**src/rtl/memattr_pkg.sv**
```systemverilog
package memattr_pkg;

  typedef enum logic [1:0] {
    MT_STRONG = 2'b00,
    MT_DEVICE = 2'b01,
    MT_NORMAL = 2'b10,
    MT_RSVD   = 2'b11
  } memType_e;

  typedef enum logic [1:0] {
    CP_NONCACHE    = 2'b00,
    CP_WTHRU       = 2'b01,
    CP_WBACK       = 2'b10,
    CP_WBACK_NOALC = 2'b11
  } cachePol_e;

  typedef enum logic [1:0] {
    SH_NONE      = 2'b00,
    SH_INNER     = 2'b01,
    SH_OUTER     = 2'b10,
    SH_OUTER_ALT = 2'b11
  } share_e;

  // strobes from control to datapath: at most one per cycle
  typedef struct packed {
    logic runClear;
    logic runStart;
    logic runAdvance;
  } runStrobe_t;

  typedef struct packed {
    logic cacheable;
    logic writeAlloc;
    logic shareable;
    logic bypass;
  } effAttr_t;

endpackage

```
**src/rtl/memAttrCtrl.sv**
```systemverilog
module memAttrCtrl
  import memattr_pkg::*;
(
  input  logic       clk,
  input  logic       rstN,
  input  logic [1:0] memType,
  input  logic [1:0] cachePol,
  input  logic [1:0] shareMode,
  input  logic       stValid,
  input  logic       stFullLine,
  input  logic       ldValid,
  input  logic       seqHit,
  input  logic       runLive,
  output runStrobe_t strb
);

  logic isNormal;
  logic isWriteBack;
  logic isNonShare;
  logic streamClass;

  assign isNormal    = (memType == MT_NORMAL);
  assign isWriteBack = (cachePol == CP_WBACK) || (cachePol == CP_WBACK_NOALC);
  assign isNonShare  = (shareMode == SH_NONE);
  assign streamClass = isNormal && isWriteBack && isNonShare;

  always_comb begin
    strb = '0;
    if (ldValid) begin
      strb.runClear = 1'b1;
    end else if (stValid) begin
      if (streamClass && stFullLine) begin
        if (runLive && seqHit) strb.runAdvance = 1'b1;
        else                   strb.runStart   = 1'b1;
      end else begin
        strb.runClear = 1'b1;
      end
    end
  end

  strobe_onehot_chk: assert property (@(posedge clk) disable iff (!rstN)
    $onehot0({strb.runClear, strb.runStart, strb.runAdvance}));


  load_clears_chk: assert property (@(posedge clk) disable iff (!rstN)
    ldValid |-> (strb.runClear && !strb.runAdvance));

endmodule

```
**src/rtl/memAttrDatapath.sv**
```systemverilog
module memAttrDatapath
  import memattr_pkg::*;
#(
  parameter int LINE_AW   = 27,
  parameter int RUN_LIMIT = 3
) (
  input  logic               clk,
  input  logic               rstN,
  input  logic [1:0]         memType,
  input  logic [1:0]         cachePol,
  input  logic [1:0]         shareMode,
  input  logic               smpEnable,
  input  logic [LINE_AW-1:0] stLineAddr,
  input  runStrobe_t         strb,
  output logic               seqHit,
  output logic               runLive,
  output effAttr_t           eff
);

  localparam int CNT_MAX = RUN_LIMIT + 1;
  localparam int CNT_W   = $clog2(CNT_MAX + 1);
  localparam logic [CNT_W-1:0]   CNT_TOP  = CNT_W'(CNT_MAX);
  localparam logic [CNT_W-1:0]   CNT_LIM  = CNT_W'(RUN_LIMIT);
  localparam logic [LINE_AW-1:0] LINE_ONE = LINE_AW'(1);

  logic [CNT_W-1:0]   runCnt;
  logic [LINE_AW-1:0] lastLine;
  logic               throttle;

  // run tracking
  always_ff @(posedge clk) begin
    if (!rstN) begin
      runCnt   <= '0;
      lastLine <= '0;
    end else if (strb.runClear) begin
      runCnt <= '0;
    end else if (strb.runStart) begin
      runCnt   <= CNT_W'(1);
      lastLine <= stLineAddr;
    end else if (strb.runAdvance) begin
      if (runCnt < CNT_TOP) runCnt <= runCnt + CNT_W'(1);
      lastLine <= stLineAddr;
    end
  end

  assign seqHit   = (stLineAddr == (lastLine + LINE_ONE));
  assign runLive  = (runCnt != '0);
  assign throttle = (runCnt > CNT_LIM);

  // attribute folding
  logic isNormal, isWriteBack, isShared;

  assign isNormal    = (memType == MT_NORMAL);
  assign isWriteBack = (cachePol == CP_WBACK) || (cachePol == CP_WBACK_NOALC);
  assign isShared    = (shareMode != SH_NONE);

  always_comb begin
    eff = '0;
    unique case (memType)
      MT_DEVICE: begin
        eff.bypass    = 1'b1;
        eff.shareable = isShared;
      end
      MT_NORMAL: begin
        eff.shareable = isShared;
        if (isWriteBack) begin
          if (!isShared) begin
            eff.cacheable  = 1'b1;
            eff.writeAlloc = !throttle;
          end else if (smpEnable) begin
            eff.cacheable  = 1'b1;
            eff.writeAlloc = 1'b1;
          end
        end
      end
      default: begin
        eff.bypass    = 1'b1;
        eff.shareable = 1'b1;
      end
    endcase
  end


  ordered_bypass_chk: assert property (@(posedge clk) disable iff (!rstN)
    (memType == MT_STRONG || memType == MT_RSVD) |->
      (eff.bypass && eff.shareable && !eff.cacheable && !eff.writeAlloc));


  wthru_nocache_chk: assert property (@(posedge clk) disable iff (!rstN)
    (isNormal && cachePol == CP_WTHRU) |-> (!eff.cacheable && !eff.bypass));


  run_throttle_chk: assert property (@(posedge clk) disable iff (!rstN)
    (strb.runAdvance && runCnt == CNT_LIM) |=> throttle);


  run_release_chk: assert property (@(posedge clk) disable iff (!rstN)
    strb.runClear |=> !runLive);


  run_restart_chk: assert property (@(posedge clk) disable iff (!rstN)
    strb.runStart |=> (runCnt == CNT_W'(1)));

endmodule

```
**src/rtl/memAttrResolver.sv**
```systemverilog
module memAttrResolver
  import memattr_pkg::*;
#(
  parameter int LINE_AW   = 27,
  parameter int RUN_LIMIT = 3
) (
  input  logic               clk,
  input  logic               rstN,
  input  logic [1:0]         memType,
  input  logic [1:0]         cachePol,
  input  logic [1:0]         shareMode,
  input  logic               smpEnable,
  input  logic               stValid,
  input  logic               stFullLine,
  input  logic [LINE_AW-1:0] stLineAddr,
  input  logic               ldValid,
  output logic               effCacheable,
  output logic               effWriteAlloc,
  output logic               effShareable,
  output logic               l1Bypass
);

  runStrobe_t strb;
  logic       seqHit;
  logic       runLive;
  effAttr_t   eff;

  memAttrCtrl uCtrl (
    .clk        (clk),
    .rstN       (rstN),
    .memType    (memType),
    .cachePol   (cachePol),
    .shareMode  (shareMode),
    .stValid    (stValid),
    .stFullLine (stFullLine),
    .ldValid    (ldValid),
    .seqHit     (seqHit),
    .runLive    (runLive),
    .strb       (strb)
  );

  memAttrDatapath #(
    .LINE_AW   (LINE_AW),
    .RUN_LIMIT (RUN_LIMIT)
  ) uDp (
    .clk        (clk),
    .rstN       (rstN),
    .memType    (memType),
    .cachePol   (cachePol),
    .shareMode  (shareMode),
    .smpEnable  (smpEnable),
    .stLineAddr (stLineAddr),
    .strb       (strb),
    .seqHit     (seqHit),
    .runLive    (runLive),
    .eff        (eff)
  );

  assign effCacheable  = eff.cacheable;
  assign effWriteAlloc = eff.writeAlloc;
  assign effShareable  = eff.shareable;
  assign l1Bypass      = eff.bypass;

endmodule

```
**config.mk**
```make
export PLATFORM = sky130hd
export DESIGN_NAME = memAttrResolver
export DESIGN_NICKNAME = d
export VERILOG_FILES = /design/src/rtl/memattr_pkg.sv /design/src/rtl/memAttrCtrl.sv /design/src/rtl/memAttrDatapath.sv /design/src/rtl/memAttrResolver.sv
export SDC_FILE = /design/constraint.sdc
export NUM_CORES = 1
export LEC_CHECK = 0
export ABC_AREA = 1
export CAP_MARGIN = 10
export CORE_AREA = 2 2 87 89
export DETAILED_ROUTE_END_ITERATION = 10
export DIE_AREA = 0 0 89 91
export DONT_BUFFER_PORTS = 1
export HOLD_SLACK_MARGIN = 0.02
export PLACE_DENSITY = 0.54
export REMOVE_ABC_BUFFERS = 1
export SLEW_MARGIN = 20
export SYNTH_ARGS = -nofsm -noshare
export SYNTH_HDL_FRONTEND = slang
export SYNTH_SLANG_ARGS = --single-unit
```
**constraint.sdc**
```tcl
create_clock -name clk -period 4.18 [get_ports clk]
set_input_delay 1.045 -clock clk [delete_from_list [all_inputs] [get_ports clk]]
set_output_delay 1.045 -clock clk [all_outputs]
set_load 0.02 [all_outputs]
```
After elaboration in Yosys (flattened, before gate mapping)
Cells that the tools add are included.
{"block": "totals", "ff_bits": 30, "input_bits": 39, "output_inout_bits": 4, "wordCells": 49}
{"block": "op_classes", "n_addsub": 2, "magnitude_cmp": 2, "n_eq_ne": 5, "n_mux": 18, "bitwise_logic": 2, "reduce_logical": 17}
{"op": "2-to-1 mux 27 bit", "count": 2}
{"op": "adder 27 x 1 -> 27 bit (second input constant)", "count": 1}
{"op": "== test 27 bit", "count": 1}
{"op": "2-to-1 mux 2 bit", "count": 6}
{"op": "2-to-1 mux 1 bit", "count": 9}
{"op": "== test 2 bit (second input constant)", "count": 3}
{"op": "AND reduction 2 bit", "count": 3}
{"op": "nonzero test 2 bit", "count": 3}
{"op": "logical AND 1 bit", "count": 4}
{"op": "OR reduction 2 bit", "count": 2}
{"op": "adder 3 x 1 -> 3 bit (second input constant)", "count": 1}
{"op": "> comparator 3 x 2 -> 1 bit (second input constant)", "count": 1}
{"op": "less-than comparator 3 bit (second input constant)", "count": 1}
{"op": "2-to-1 mux 3 bit", "count": 1}
{"op": "nonzero test 3 bit", "count": 1}
{"op": "OR reduction 3 bit", "count": 1}
{"op": "== test 2 x 1 -> 1 bit (second input constant)", "count": 1}
{"op": "zero test 2 bit", "count": 1}
{"op": "NOT 1 bit", "count": 2}
{"op": "zero test 1 bit", "count": 1}
{"op": "logical OR 1 bit", "count": 1}

Logic depth before layout (Yosys ltp)
{"block": "depth", "depth_word": 10, "mapped_depth": 17, "ltp_nobuf": 17}

By module
A second synthesis with hierarchy kept.
{"block": "unflattened", "cells_unflattened": 421, "hier_area_um2": 2523.7}
{"module": "memAttrDatapath", "instances": 1, "cells_per_inst": 403, "area_per_inst_um2": 2433.6}
{"module": "memAttrCtrl", "instances": 1, "cells_per_inst": 18, "area_per_inst_um2": 90.1}

Worst setup path after synthesis
Ideal clock, no wire load.
{"block": "synth_timing", "kind": "input to output", "startpoint": "in memType[0]", "endpoint": "out effWriteAlloc", "t_arrival_ns": 1.812, "required_time_ns": 3.135, "path_slack_ns": 1.323, "path_stages": 4, "path_buffers": 0, "cell_sequence": "inv_1 ha_1 nand2_1 nor3_1"}
{"block": "synth_via", "elab_chain_cells": 2}
{"item": "start: declaration", "line": "memAttrResolver.sv:9", "rtl": "input logic [1:0] memType,"}
{"item": "== test 2 bit"}
{"item": "2-to-1 mux 2 bit", "line": "memAttrDatapath.sv:59", "rtl": "unique case (memType)"}
{"item": "end: declaration", "line": "memAttrResolver.sv:18", "rtl": "output logic effWriteAlloc,"}
Every way passes these cells.

Worst setup path after layout
Ends and elaborated chain as after synthesis.

==> metrics.txt <==
status=finished clean; maximum vdd drop=107 µV; Yosys top cell by area=dfxtp_1; CP Class=in -> out; Antenna diodes=0; Mapped Area=2470 µm²; top-area cell type share of the netlist area=0.244; standard-cell rows=31; worst r2r path cells=16; core box area=7140 µm²; CP startpoint kind=input pin; Final Cycle Share=0.696; synthesis-stage register bit count=30; Synth Warn #=0; crit path time final=2.91 ns; drt pass-1 iters=4; setup TNS=0 ns; Die X=89 µm; largest net degree at the start of global routing=28; Routed Antenna Nets=0; worst hold stages=2; CTS tree=done; fillers=806; initial antenna violation count=0; vias=2443; count of cell types in the netlist=26; Worst Clk Skew=0.00428 ns; number of synthesized flops with an enable pin=0; 1st-iter DRT viols=146; static leakage=1.09 nW; worst hold path type=reg -> reg; Setup Viol. Count Final=0; Slew HR=0.582; layout cells sized above 1=0.0971; Detailed Route WL=6440 µm; Syn Area/Cell=6.00 µm²; GRT Resource Usage Total=0.171; sequential cell area=601 µm²; ys flop type=dfxtp_1; worst-path maximum fanout=3; Clk pin slew, worst setup/hold paths=0.07 ns; Clock Tree Buf Depth=2; Worst EP arrival=1.87 ns; # Post-CTS Setup Buffers=0; leading cell type in the layout, fill and taps excluded=nand2_1; number of global-route vias before repair=2312; max frequency=344 MHz; clock sink count=30; Max Cap Violations=0; Root Buffer=clkbuf_8; Ports=43; ys async rst share=0; sequential-to-total area share from yosys stat=0.244; RSZ-0062 raised after global routing=false; Clk Latency, worst-skew pair=0.28 ns; hold_buf cts=0; placed wire-length estimate=5030 µm; Final Max Tran Viols=0; Hold Fails Final Rpt=0; first-pass GRT wire length=10800 µm; Synth area leaders=dfxtp_1 (24%), nand2_1 (19%), nand3_1 (8.9%); Die Y=91 µm; DR DRC count=0; slew at the pin with the worst max-slew slack=0.622 ns; pwr dens=214 nW/µm²; average wire per standard cell=12.6 µm; total die area=8100 µm²; cts bufs inserted=5; effective utilization at floorplan=0.346; # port buffers=0; gpl congestion=0.849; Layout area overhead=7.61%; Cells after Synth=411; most frequent cells in the layout=nand2_1 (128), inv_1 (51), nand3_1 (44); CP endpoint kind=primary output; Worst Hold Margin=0.474 ns; H-tree level count=2; fin nets=456; Multi-input gate area=1630 µm²; CP required=3.13 ns; Overflow after GRT=0; number of gates resized after cts=0; Vias per Instance=4.78
-- worst paths after layout --
path | slack, ns | start | to
worst max-delay path | 1.27 | memType[0] | effWriteAlloc
worst min-delay path | 0.47 | uDp.lastLine[26] | uDp.lastLine[26]
worst max register to register | 1.95 | uDp.lastLine[0] | uDp.runCnt[1]
worst min register to register | 0.47 | uDp.lastLine[26] | uDp.lastLine[26]
-- per-stage QoR --
stage	area, µm²	cells	power [mW]	utilization	setup slack (ns)
2_1_floorplan	2440	403	0.337	-	0.863
3_3_place_gp	2570	504	0.346	0.361	1.28
3_5_place_dp	2570	504	0.347	0.361	1.25
4_1_cts	2650	511	0.577	0.372	1.26
5_1_grt	2650	511	0.596	0.372	1.23
6_report	2650	511	0.567	0.372	1.27
-- power breakdown --
group	internal (mW)	switching, mW	total (mW)	leakage [nW]
clock network	0.112	0.115	0.227	0.0438
registers	0.287	0.00107	0.288	0.242
logic	0.0207	0.0314	0.0521	0.804
-- cell families after synthesis --
family	share of synthesized area
simple gates	0.459
flops	0.244
compound gates	0.114
xor+xnor	0.0604
fa+ha+maj	0.0254
buf+inv	0.0974
-- worst max-delay path, cell delays in order --
cell and delay [ns]:
inv_1 0.04, ha_1 0.18, nand2_1 0.08, nor3_1 0.53
-- Yosys cell counts (all sizes together) (4+ instances only) --
| cell | n |
|---|---|
| nand3b | 5 |
| o21ai | 15 |
| dfxtp | 30 |
| inv | 56 |
| nor3 | 5 |
| nand3 | 45 |
| clkbuf | 8 |
| xor2 | 9 |
| xnor2 | 8 |
| o21bai | 5 |
| ha | 5 |
| or2 | 4 |
| a21oi | 30 |
| nand2 | 134 |
| nand4 | 8 |
| nor2 | 42 |
-- registers in the layout, indices dropped and copies added (netlist names) --
name and count:
uDp.lastLine 27, uDp.runCnt 3
-- area by class of cell --
cell class | count | share of cell area
flip-flops and latches | 30 | 0.226
well taps | 99 | 0.0467
inverters | 56 | 0.0792
multi-input cells | 317 | 0.612
repair buffers | 2 | 0.00566
clock buffers | 5 | 0.0259
clock inverters | 2 | 0.00377
-- metal layers --
metal,track usage,part of all wire,vias up
met1,0.220,0.45,1082
li1,-,-,1306
met4,0.0373,0.0099,0
met5,0,0,-
met2,0.290,0.49,50
met3,0.0355,0.049,5
Note: power is estimated with default switching activity, not from simulation.
